--- config.mk ---
export PLATFORM = sky130hd
export DESIGN_NAME = wdog_win
export DESIGN_NICKNAME = d
export VERILOG_FILES = /design/src/rtl/wdog_pkg.sv /design/src/rtl/wdog_prescale.sv /design/src/rtl/wdog_count.sv /design/src/rtl/wdog_regs.sv /design/src/rtl/wdog_win.sv
export SDC_FILE = /design/constraint.sdc
export NUM_CORES = 1
export LEC_CHECK = 0
export BUFFER_PORTS_ARGS = -buffer_cell sky130_fd_sc_hd__buf_4
export CORE_MARGIN = 4
export CORE_UTILIZATION = 51
export CTS_BUF_LIST = sky130_fd_sc_hd__clkbuf_8
export DETAILED_ROUTE_END_ITERATION = 16
export PLACE_DENSITY = 0.79
export SYNTH_ARGS = -nofsm -noshare
export SYNTH_HDL_FRONTEND = slang
export SYNTH_HIERARCHICAL = 1
export SYNTH_SLANG_ARGS = --single-unit
--- constraint.sdc ---
create_clock -name clk -period 2.55 [get_ports clk]
set_input_delay 0.1275 -clock clk [delete_from_list [all_inputs] [get_ports clk]]
set_output_delay 0.1275 -clock clk [all_outputs]
set_load 0.01 [all_outputs]
--- src/rtl/wdog_pkg.sv ---
package wdog_pkg;
  localparam int CNT_W = 12;
  localparam int KEY_W = 8;
  localparam logic [KEY_W-1:0] RESTART_KEY = 8'hA5;
  localparam logic [CNT_W-1:0] CNT_MAX = {CNT_W{1'b1}};

  localparam logic [1:0] A_CTRL = 2'd0;
  localparam logic [1:0] A_CFG  = 2'd1;
  localparam logic [1:0] A_STAT = 2'd2;

  typedef struct packed {
    logic             dis;
    logic             halt;
    logic             rst_en;
    logic [CNT_W-1:0] delta;
    logic [CNT_W-1:0] reload;
  } cfg_t;

  localparam int CFG_W = $bits(cfg_t);
  localparam cfg_t CFG_RESET = '{dis: 1'b0, halt: 1'b0, rst_en: 1'b1,
                                 delta: CNT_MAX, reload: CNT_MAX};
endpackage

--- src/rtl/wdog_prescale.sv ---
module wdog_prescale #(
  parameter int DIV = 128
) (
  input  logic clk,
  input  logic rst_n,
  input  logic slow_en,
  input  logic run,
  output logic tick
);
  localparam int PW = (DIV > 1) ? $clog2(DIV) : 1;
  localparam logic [PW-1:0] LAST = PW'(DIV - 1);

  logic [PW-1:0] pre;

  assign tick = run && slow_en && (pre == LAST);

  always_ff @(posedge clk or negedge rst_n) begin
    if (!rst_n) begin
      pre <= '0;
    end else if (run && slow_en) begin
      if (pre == LAST) pre <= '0;
      else             pre <= pre + 1'b1;
    end
  end
endmodule

--- src/rtl/wdog_count.sv ---
module wdog_count
  import wdog_pkg::*;
(
  input  logic             clk,
  input  logic             rst_n,
  input  logic             tick,
  input  logic             restart,
  input  logic [CNT_W-1:0] reload,
  output logic [CNT_W-1:0] cnt,
  output logic             expire
);
  assign expire = tick && (cnt == '0);

  always_ff @(posedge clk or negedge rst_n) begin
    if (!rst_n) begin
      cnt <= CNT_MAX;
    end else if (restart || expire) begin
      cnt <= reload;
    end else if (tick) begin
      cnt <= cnt - 1'b1;
    end
  end
endmodule

--- src/rtl/wdog_regs.sv ---
module wdog_regs
  import wdog_pkg::*;
(
  input  logic             clk,
  input  logic             rst_n,
  input  logic             bus_sel,
  input  logic             bus_wr,
  input  logic [1:0]       bus_addr,
  input  logic [31:0]      bus_wdata,
  output logic [31:0]      bus_rdata,
  input  logic [CNT_W-1:0] cnt,
  input  logic             expire,
  output cfg_t             cfg,
  output logic             locked,
  output logic             restart_ok,
  output logic             st_uf,
  output logic             st_err,
  output logic             wdt_rst
);
  logic wr_ctrl, wr_cfg, rd_stat, keyed, err_evt;

  assign wr_ctrl = bus_sel && bus_wr && (bus_addr == A_CTRL);
  assign wr_cfg  = bus_sel && bus_wr && (bus_addr == A_CFG);
  assign rd_stat = bus_sel && !bus_wr && (bus_addr == A_STAT);

  assign keyed      = wr_ctrl && bus_wdata[0] && !cfg.dis &&
                      (bus_wdata[31:32-KEY_W] == RESTART_KEY);
  assign err_evt    = keyed && (cnt > cfg.delta);
  assign restart_ok = keyed && !err_evt;

  always_ff @(posedge clk or negedge rst_n) begin
    if (!rst_n) begin
      cfg    <= CFG_RESET;
      locked <= 1'b0;
    end else if (wr_cfg && !locked) begin
      cfg    <= cfg_t'(bus_wdata[CFG_W-1:0]);
      locked <= 1'b1;
    end
  end

  always_ff @(posedge clk or negedge rst_n) begin
    if (!rst_n) begin
      st_uf   <= 1'b0;
      st_err  <= 1'b0;
      wdt_rst <= 1'b0;
    end else begin
      st_uf   <= expire  || (st_uf  && !rd_stat);
      st_err  <= err_evt || (st_err && !rd_stat);
      wdt_rst <= cfg.rst_en && (expire || err_evt);
    end
  end

  always_comb begin
    bus_rdata = '0;
    if (bus_sel && !bus_wr) begin
      case (bus_addr)
        A_CFG:   bus_rdata[CFG_W-1:0] = cfg;
        A_STAT: begin
          bus_rdata[0]     = st_uf;
          bus_rdata[1]     = st_err;
          bus_rdata[27:16] = cnt;
        end
        default: bus_rdata = '0;
      endcase
    end
  end
endmodule

--- src/rtl/wdog_win.sv ---
module wdog_win
  import wdog_pkg::*;
#(
  parameter int PRE_DIV = 128
) (
  input  logic        clk,
  input  logic        rst_n,
  input  logic        slow_en,
  input  logic        dbg_mode,
  input  logic        bus_sel,
  input  logic        bus_wr,
  input  logic [1:0]  bus_addr,
  input  logic [31:0] bus_wdata,
  output logic [31:0] bus_rdata,
  output logic        wdt_rst
);
  cfg_t             cfg;
  logic             locked, restart_ok, st_uf, st_err;
  logic             run, tick, expire;
  logic [CNT_W-1:0] cnt;

  assign run = !cfg.dis && !(cfg.halt && dbg_mode);

  wdog_prescale #(.DIV(PRE_DIV)) u_pre (
    .clk(clk), .rst_n(rst_n), .slow_en(slow_en), .run(run), .tick(tick)
  );

  wdog_count u_cnt (
    .clk(clk), .rst_n(rst_n), .tick(tick), .restart(restart_ok),
    .reload(cfg.reload), .cnt(cnt), .expire(expire)
  );

  wdog_regs u_regs (
    .clk(clk), .rst_n(rst_n), .bus_sel(bus_sel), .bus_wr(bus_wr),
    .bus_addr(bus_addr), .bus_wdata(bus_wdata), .bus_rdata(bus_rdata),
    .cnt(cnt), .expire(expire), .cfg(cfg), .locked(locked),
    .restart_ok(restart_ok), .st_uf(st_uf), .st_err(st_err),
    .wdt_rst(wdt_rst)
  );
endmodule

* Word level (Yosys, flattened, before mapping)
Index checks and enable logic that the tools add are counted.
** Cells by class
- $add $sub $neg :: 2
- Magnitude comparators :: 1
- Eq/ne operators :: 4
- Muxes and demuxes :: 8
- Reductions and logical operators :: 32
** Operators by type and width (count)
- 28-bit 2-to-1 mux :: 1
- 12-bit 2-to-1 mux :: 2
- 11-bit case mux with 2 select lines :: 1
- 1-bit logical AND :: 19
- 14-bit 2-to-1 mux :: 1
- 12-bit > comparator :: 1
- 12-bit zero test :: 1
- 12-bit by 1-bit subtractor with 12-bit output, second input constant :: 1
- 8-bit == test, second input constant :: 1
- 7-bit by 1-bit adder with 7-bit output, second input constant :: 1
- 7-bit == test, second input constant :: 1
- 7-bit 2-to-1 mux :: 1
- 1-bit zero test :: 6
- 1-bit logical OR :: 4
- 2-bit case mux with 2 select lines :: 1
- 2-bit by 1-bit == test with 1-bit output, second input constant :: 1
- 2-bit == test, second input constant :: 1
- 2-bit zero test :: 1
- 2-bit nonzero test :: 1
- 1-bit 2-to-1 mux :: 1
** Word-level totals
- Register bits :: 50
- Input port bits :: 40
- Output and inout bits :: 33
- Logic and storage cells :: 58

* Logic depth before layout (Yosys ltp)
Gate-level depths: netlist of the first run.
- Depth after elaboration :: 10
- Mapped depth :: 11
- Mapped depth without buffers :: 11

* Hierarchy
Netlist of the first run, hierarchy kept.
** By module, submodules not included
- wdog_regs :: times used 1, cells an instance 180, area each 1996.9 um2, seq. area each 807.0 um2
- wdog_count :: times used 1, cells an instance 77, area each 789.5 um2, seq. area each 315.3 um2
- wdog_prescale :: times used 1, cells an instance 37, area each 346.6 um2, seq. area each 175.2 um2
- wdog_win :: times used 1, cells an instance 1, area each 8.8 um2, seq. area each 0.0 um2

* Worst setup path after synthesis of the first run
OpenSTA, ideal clock, no wires.
- Path kind :: register to register
- Start :: register u_regs/cfg[23] (netlist name)
- End :: register u_cnt.cnt[10]
- Library setup time :: 0.080 ns
- Data arrival time :: 2.563 ns
- Data required time :: 2.470 ns
- Setup slack :: -0.093 ns
- Stages on the path, launching flop included :: 12
- Path buffers :: 0
- Clock period less this slack :: 2.643 ns
- Cell sequence :: dfstp_2 > inv_1 > ha_1 > nand3_1 > nor3_1 > mux2i_1 > o32a_1 > nor2b_1 > or4b_2 > nor4_1 > a21oi_1 > o2111a_1
** On the way
- Longest elaborated chain between the ends :: 6
- Elaborated cells between the ends (all ways) :: 7
- Classes of those cells :: 1 x order compare; 1 x mux; 5 x reduce/logical
** Ends and longest elaborated chain
- 12-bit > comparator * :: line wdog_regs.sv:28 : assign err_evt = keyed && (cnt > cfg.delta);
- 1-bit logical AND * :: line wdog_regs.sv:28
- 1-bit zero test * :: line wdog_regs.sv:29 : assign restart_ok = keyed && !err_evt;
- 1-bit logical AND * :: line wdog_regs.sv:29
- named net restart_ok :: line wdog_win.sv:18 : logic locked, restart_ok, st_uf, st_err;
- 1-bit logical OR * :: line wdog_count.sv:17 : end else if (restart || expire) begin
- 12-bit 2-to-1 mux or 2-bit nonzero test (tied branches)
- end signal, assigned :: line wdog_count.sv:18 : cnt <= reload;
- end signal, assigned :: line wdog_count.sv:20 : cnt <= cnt - 1'b1;
- end, declared :: line wdog_count.sv:9 : output logic [CNT_W-1:0] cnt,
The timed path passes the listed nets; every way through them passes the cells marked *.
A chain may end at the register's enable or synchronous reset.

* Final worst setup path of the first run
- Start :: register u_regs/cfg[18] (netlist name)
- End :: register u_cnt.cnt[9]
** On the way
- Longest elaborated chain between the ends :: 6
- Elaborated cells between the ends (all ways) :: 7
- Classes of those cells :: 1 x order compare; 1 x mux; 5 x reduce/logical
** Ends and longest elaborated chain (line)
- 12-bit > comparator * :: wdog_regs.sv:28
- 1-bit logical AND * :: wdog_regs.sv:28
- 1-bit zero test * :: wdog_regs.sv:29
- 1-bit logical AND * :: wdog_regs.sv:29
- named net restart_ok :: wdog_win.sv:18
- 1-bit logical OR * :: wdog_count.sv:17
- 12-bit 2-to-1 mux or 2-bit nonzero test (tied branches)
Marks and branches as above.

==> results.rst, run 1 <==
.. list-table::
   :header-rows: 1

   * - Metric
     - Value
   * - Most frequent standard cell in the layout excluding fill and tap cells
     - sky130_fd_sc_hd__buf_4
   * - Kind of cell adding the most delay to the critical path
     - flip-flops
   * - Share of cell area taken by muxes after synthesis
     - 0.160
   * - Clock tree from TritonCTS
     - built
   * - Clock sink count
     - 50
   * - Final WL
     - 8060 um
   * - Gate count after technology mapping
     - 295
   * - Final Net Count
     - 452
   * - Final Critical Period
     - 2.64 ns
   * - Worst slack at placement
     - -0.101 ns
   * - Largest family of logic cells by synthesized area
     - simple AND/OR/NAND/NOR gates
   * - Worst clock skew
     - 0.00778 ns
   * - Post-DP HPWL
     - 5910 um
   * - Vias per std cell
     - 5.60
   * - Overall routing resource usage
     - 0.217
   * - Worst-case clock buffer depth
     - 2
   * - Sequential cell area
     - 1300 um2
   * - Synth unique cells
     - 55
   * - Worst path buffer plus inverter count
     - 2
   * - Worst slew margin relative to its limit
     - 0.480
   * - Cell chosen for the clock root
     - sky130_fd_sc_hd__clkbuf_8
   * - Sequential-to-total area share from yosys stat
     - 0.413
   * - Pin count of the biggest net entering global routing
     - 51
   * - Flip-flop cell with the highest count after synthesis
     - sky130_fd_sc_hd__dfstp_2
   * - Clock slew seen by the registers of the worst setup and hold paths
     - 0.09 ns
   * - Met1 wire length
     - 3440 um
   * - CTS buffer count
     - 5
   * - Met3 WL
     - 536 um
   * - Number of enable-type register cells in the synthesized netlist
     - 0
   * - Routability cong.
     - 0.947
   * - Fraction of the mapped netlist area in simple logic gates
     - 0.173
   * - Initial core utilization
     - 0.528
   * - Max Clk Rate
     - 378 MHz
   * - Global-route wire length before repair
     - 12800 um
   * - Total grt overflow
     - 0
   * - Number of warning messages in the yosys log
     - 6
   * - Category of the most critical setup path
     - reg2reg
   * - PnR worst setup slack
     - -0.0931 ns
   * - Final setup violation count
     - 11
   * - Core Util, Final
     - 0.698
   * - Average detailed-routed wire length per instance
     - 17.2 um
   * - Worst stage delay on the critical path
     - 0.55 ns
   * - Maximum fanout along the worst path
     - 9
   * - Commonest non-fill, non-tap cells in the layout
     - 101 x sky130_fd_sc_hd__buf_4, 37 x sky130_fd_sc_hd__dfstp_2, 23 x sky130_fd_sc_hd__nor2_1
   * - Share of layout cells above drive strength 1
     - 0.524
   * - Multi-input gate area in the final layout
     - 1800 um2
   * - Synth-to-layout area growth
     - 32.4%
   * - Power Density
     - 638 nW/um2
   * - Fraction of the mapped netlist area in compound gates
     - 0.0872
   * - Maximum VDD drop
     - 0.414 mV
   * - Core footprint
     - 5960 um2
   * - Number of pins exceeding their max-slew limit in the final report
     - 0
   * - Post-synthesis sequential element count
     - 50
   * - Cells traversed along the worst timing path
     - inv_2 -> ha_4 -> nand4_1 -> nor3_2 -> mux2i_1 -> o32a_1 -> nor2b_4 -> a31oi_1 -> buf_4 -> mux2_2
   * - Die Span X
     - 86.5 um
   * - Vias in the first global route
     - 2700
   * - Max_cap viols
     - 0
   * - DR top layer
     - met4
   * - Count of unresolved DRC violations after routing
     - 0
   * - IO buf count
     - 68
   * - Die Outline Area
     - 7480 um2
   * - Xor/xnor share of the synthesized area
     - 0.0335
   * - Pre-antenna DRT Iters
     - 4
   * - Max H-tree Level
     - 2
   * - CP Data Required Time
     - 2.78 ns
   * - Violations in the final reports
     - setup timing
   * - Remaining antenna violation count
     - 0
   * - Number of design-rule violations left by the first detailed-router iteration
     - 151
   * - FP Rows
     - 28
   * - Clock latency at the later pin of the worst-skew pair
     - 0.31 ns
   * - Vias
     - 2630
   * - Met2 wire length
     - 3860 um
   * - Number of antenna diodes
     - 0
   * - Category of the worst setup path launch point
     - flop
   * - Final Hold Fails
     - 0
   * - Die span in y
     - 86.5 um
   * - Leak
     - 1.97 nW
   * - Initial antenna violation count
     - 0
   * - Slew @ Worst Pin
     - 0.779 ns
   * - Outcome
     - finished with violations
   * - Synthesized area
     - 3140 um2
   * - Unrepaired setup endpoints after global routing
     - true
   * - Post-synth ARST share
     - 1.00
   * - Post-Syn Area per Cell
     - 10.7 um2
   * - Slowest cell on the critical path
     - sky130_fd_sc_hd__dfstp_2
   * - Crit path capture type
     - flop
   * - Synthesized-area fraction occupied by adder cells
     - 0.0717
   * - Class of the tightest hold or removal check
     - in2reg
   * - Worst hold margin
     - 0.0445 ns
   * - Data arrival at the endpoint of the critical path
     - 2.88 ns
   * - Number of filler instances in the final layout
     - 449
   * - Boundary pin count
     - 73
   * - Fraction of the cycle the final worst path needs
     - 1.04
[layer usage]
layer	GRT usage	vias to the layer above
li1	-	1232
met1	0.285	1263
met2	0.353	113
met3	0.0409	22
met4	0.0864	0
met5	0	-
[synth_stat cells, types with 3 or more instances]
library cell / instances / share of area
sky130_fd_sc_hd__dfstp_2: 37 / 0.31
sky130_fd_sc_hd__nor2_1: 24 / 0.029
sky130_fd_sc_hd__inv_1: 21 / 0.025
sky130_fd_sc_hd__mux2_4: 20 / 0.096
sky130_fd_sc_hd__ha_1: 18 / 0.072
sky130_fd_sc_hd__mux2_2: 17 / 0.061
sky130_fd_sc_hd__nand2_1: 16 / 0.019
sky130_fd_sc_hd__nor3_1: 15 / 0.024
sky130_fd_sc_hd__a22oi_1: 13 / 0.031
sky130_fd_sc_hd__dfrtp_1: 13 / 0.10
sky130_fd_sc_hd__and2_1: 11 / 0.022
sky130_fd_sc_hd__o21ai_0: 9 / 0.014
sky130_fd_sc_hd__nand3_1: 7 / 0.011
sky130_fd_sc_hd__xor2_1: 7 / 0.020
sky130_fd_sc_hd__a21oi_1: 5 / 0.0080
sky130_fd_sc_hd__xnor2_1: 5 / 0.014
sky130_fd_sc_hd__buf_4: 4 / 0.0096
sky130_fd_sc_hd__clkbuf_1: 4 / 0.0048
sky130_fd_sc_hd__or3_1: 4 / 0.0080
sky130_fd_sc_hd__nand4_1: 3 / 0.0060
[area by class of cell]
cell class,instances,area share
Timing Repair Buffer,103,0.187
Multi-Input combinational cell,213,0.433
Inverter,21,0.0190
Clock buffer,5,0.0165
Clock inverter,3,0.00963
Tap cell,75,0.0226
Sequential cell,50,0.312
[through the flow]
| step | area (um2) | power (mW) | setup TNS [ns] | instances |
|---|---|---|---|---|
| 2_1_floorplan | 3200 | 1.72 | 0 | 298 |
| 3_3_place_gp | 3910 | 1.98 | -0.0605 | 456 |
| 3_5_place_dp | 3910 | 2.02 | -0.156 | 456 |
| 4_1_cts | 4070 | 2.61 | 0 | 469 |
| 5_1_grt | 4160 | 2.82 | -2.39 | 470 |
| 6_report | 4160 | 2.65 | -0.850 | 470 |
[kinds of logic after synthesis]
kind of cell / after synthesis
AOI/OAI and AO/OA: 40
xor gates and xnor gates: 12
adders and majority gates: 18
buffers and inverters: 35
DFF: 50
muxes: 38
other: 1
and+or+nand+nor: 101
[report_power, final]
group / total [mW] / internal [mW] / switching [mW] / leakage, nW
Clock: 0.555 / 0.289 / 0.266 / 0.0579
Sequential: 1.22 / 1.07 / 0.148 / 0.543
Combinational: 0.880 / 0.479 / 0.401 / 1.37
[worst paths after layout]
kind / to / depth (start not counted) / startpoint / slack [ns]
min reg2reg: u_regs/locked / 1 / u_regs/locked / 0.47
max reg2reg: u_cnt/cnt[9] / 10 / u_regs/cfg[18] / -0.09
max: u_cnt/cnt[9] / 10 / u_regs/cfg[18] / -0.09
min in group asynchronous: u_regs/wdt_rst / 2 / rst_n / 0.38
max in group asynchronous: u_pre/pre[0] / 2 / rst_n / 1.74
min: u_regs/cfg[6] / 2 / bus_wdata[6] / 0.04
[flip-flops by register name (all words and copies together) (netlist names)]
signal and count:
u_cnt/cnt 12, u_regs/st_uf 1, u_regs/st_err 1, u_pre/pre 7, u_regs/cfg 27, u_regs/locked 1, u_regs/wdt_rst 1
[what timing repair did]
action	CTS	global route
endpoints found under the hold margin	13	0
cloned	0	0
setup buffers	4	1
hold buffers	1	0
pin swaps	7	5
gates resized for setup	2	14
setup endpoints to repair	10	12
(Power assumes the default switching activity.)
==> inputs of run 2 (changes only) <==
--- a/config.mk
+++ b/config.mk
@@ -11,6 +11,7 @@
 export CTS_BUF_LIST = sky130_fd_sc_hd__clkbuf_8
 export DETAILED_ROUTE_END_ITERATION = 16
 export PLACE_DENSITY = 0.79
+export RECOVER_POWER = 25
 export SYNTH_ARGS = -nofsm -noshare
 export SYNTH_HDL_FRONTEND = slang
 export SYNTH_HIERARCHICAL = 1
==> results.rst, run 2 (synthesized netlist as in run 1, its figures left out) <==
.. list-table::
   :header-rows: 1

   * - Metric
     - Value
   * - Outcome
     - finished with violations
   * - Violations in the final reports
     - setup timing
   * - Routability cong.
     - 0.947
   * - Category of the worst setup path launch point
     - flop
   * - Vias in the first global route
     - 2700
   * - Slew @ Worst Pin
     - 1.24 ns
   * - Max_cap viols
     - 0
   * - Depth of the worst register-to-register path
     - 10
   * - Most frequent standard cell in the layout excluding fill and tap cells
     - sky130_fd_sc_hd__buf_4
   * - Die Outline Area
     - 7480 um2
   * - Maximum fanout along the worst path
     - 9
   * - Core footprint
     - 5960 um2
   * - Slowest cell on the critical path
     - sky130_fd_sc_hd__dfstp_2
   * - Class of the tightest hold or removal check
     - in2reg
   * - IO buf count
     - 68
   * - FP Rows
     - 28
   * - Max H-tree Level
     - 2
   * - Average detailed-routed wire length per instance
     - 17.2 um
   * - Power Density
     - 638 nW/um2
   * - Die Span X
     - 86.5 um
   * - Cell chosen for the clock root
     - sky130_fd_sc_hd__clkbuf_8
   * - Synth-to-layout area growth
     - 32.3%
   * - Clock tree from TritonCTS
     - built
   * - Maximum VDD drop
     - 0.414 mV
   * - Boundary pin count
     - 73
   * - Initial core utilization
     - 0.528
   * - Global-route wire length before repair
     - 12800 um
   * - Initial antenna violation count
     - 0
   * - Leak
     - 1.97 nW
   * - CTS buffer count
     - 5
   * - Overall routing resource usage
     - 0.217
   * - Count of unresolved DRC violations after routing
     - 0
   * - Register with the most flip-flops
     - u_regs/cfg
   * - Number of design-rule violations left by the first detailed-router iteration
     - 151
   * - Final Critical Period
     - 2.64 ns
   * - Unrepaired setup endpoints after global routing
     - true
   * - Clock slew seen by the registers of the worst setup and hold paths
     - 0.09 ns
   * - Pin count of the biggest net entering global routing
     - 51
   * - CP Data Required Time
     - 2.78 ns
   * - Final Hold Fails
     - 0
   * - Cell count of the worst hold path
     - 2
   * - Worst slack at placement
     - -0.101 ns
   * - Worst slew margin relative to its limit
     - 0.175
   * - Vias
     - 2630
   * - PnR worst setup slack
     - -0.0931 ns
   * - Remaining antenna violation count
     - 0
   * - Number of pins exceeding their max-slew limit in the final report
     - 0
   * - Final WL
     - 8060 um
   * - Share of layout cells above drive strength 1
     - 0.524
   * - Pre-antenna DRT Iters
     - 4
   * - Clock sink count
     - 50
   * - Final setup violation count
     - 11
   * - Die span in y
     - 86.5 um
   * - Final Net Count
     - 452
   * - Number of antenna diodes
     - 0
   * - Vias per std cell
     - 5.60
   * - Clock latency at the later pin of the worst-skew pair
     - 0.31 ns
   * - Core Util, Final
     - 0.698
   * - Worst-case clock buffer depth
     - 2
   * - Data arrival at the endpoint of the critical path
     - 2.88 ns
   * - Worst stage delay on the critical path
     - 0.55 ns
   * - Cells traversed along the worst timing path
     - inv_2 -> ha_4 -> nand4_1 -> nor3_2 -> mux2i_1 -> o32a_1 -> nor2b_4 -> a31oi_1 -> buf_4 -> mux2_2
   * - Max Clk Rate
     - 378 MHz
   * - Total grt overflow
     - 0
   * - Max FFs per register
     - 27
   * - Category of the most critical setup path
     - reg2reg
   * - Commonest non-fill, non-tap cells in the layout
     - 100 x sky130_fd_sc_hd__buf_4, 37 x sky130_fd_sc_hd__dfstp_2, 23 x sky130_fd_sc_hd__nor2_1
   * - Worst clock skew
     - 0.00778 ns
   * - Largest registers ranked by flip-flop count
     - u_regs/cfg (27), u_cnt/cnt (12), u_pre/pre (7)
   * - Post-DP HPWL
     - 5910 um
   * - Crit path capture type
     - flop
   * - Fraction of the cycle the final worst path needs
     - 1.04
run 2: changes by cell type in the layout (fill, tap and decap cells not counted):
cell                       change
sky130_fd_sc_hd__buf_4         -1
sky130_fd_sc_hd__clkbuf_2      +1
run 2: routing by layer:
| layer | GRT usage | vias to the layer above | routed length [um] |
|---|---|---|---|
| met5 | 0 | - | 0 |
| met3 | 0.0409 | 22 | 536 |
| li1 | - | 1232 | - |
| met2 | 0.353 | 113 | 3860 |
| met1 | 0.285 | 1263 | 3440 |
| met4 | 0.0864 | 0 | 231 |
run 2: cell type report:
class                   count  area [um2]
repair buffers            103         777
fillers                   450        1800
multi-input cells         213        1800
well taps                  75        93.8
clock buffers               5        68.8
inverters                  21        78.8
flip-flops and latches     50        1300
clock inverters             3        40.0
run 2: timing repair:
action / CTS / global route
endpoints found under the hold margin: 13 / 0
gates resized for setup: 2 / 14
pin swaps: 7 / 5
buffers inserted: 4 / 1
hold buffers: 1 / 0
endpoints found under the setup margin: 10 / 12
run 2: power by group:
group | switching [mW] | total [mW] | internal (mW)
combinational | 0.401 | 0.880 | 0.479
sequential | 0.148 | 1.22 | 1.07
clock | 0.266 | 0.555 | 0.289
run 2: path summary, 6_finish.rpt:
check | slack [ns] | from | endpoint
setup / recovery | -0.09 | u_regs/cfg[18] | u_cnt/cnt[9]
hold / removal | 0.04 | bus_wdata[6] | u_regs/cfg[6]
setup reg to reg | -0.09 | u_regs/cfg[18] | u_cnt/cnt[9]
hold reg to reg | 0.47 | u_regs/locked | u_regs/locked
max in group asynchronous | 1.19 | rst_n | u_pre/pre[0]
min in group asynchronous | 0.62 | rst_n | u_regs/wdt_rst
run 2: critical path: cells and delay by family (launching register included):
family / cells / cell delay (ns)
AO/OA/AOI/OAI: 2 / 0.50
adder cells (fa/ha/maj): 1 / 0.26
buffers and inverters: 2 / 0.30
flip-flops: 1 / 0.55
multiplexers: 2 / 0.44
AND/OR/NAND/NOR: 3 / 0.52
run 2: through the flow:
step | area [um2] | hold slack (ns) | TNS, ns | total power, mW | instances
floorplan | 3200 | -0.168 | 0 | 1.72 | 298
global placement | 3910 | 0.188 | -0.0605 | 1.98 | 456
detailed placement | 3910 | 0.194 | -0.156 | 2.02 | 456
CTS | 4070 | 0.0384 | 0 | 2.61 | 469
global route | 4160 | 0.0274 | -2.39 | 2.81 | 470
finish | 4160 | 0.0445 | -0.850 | 2.65 | 470
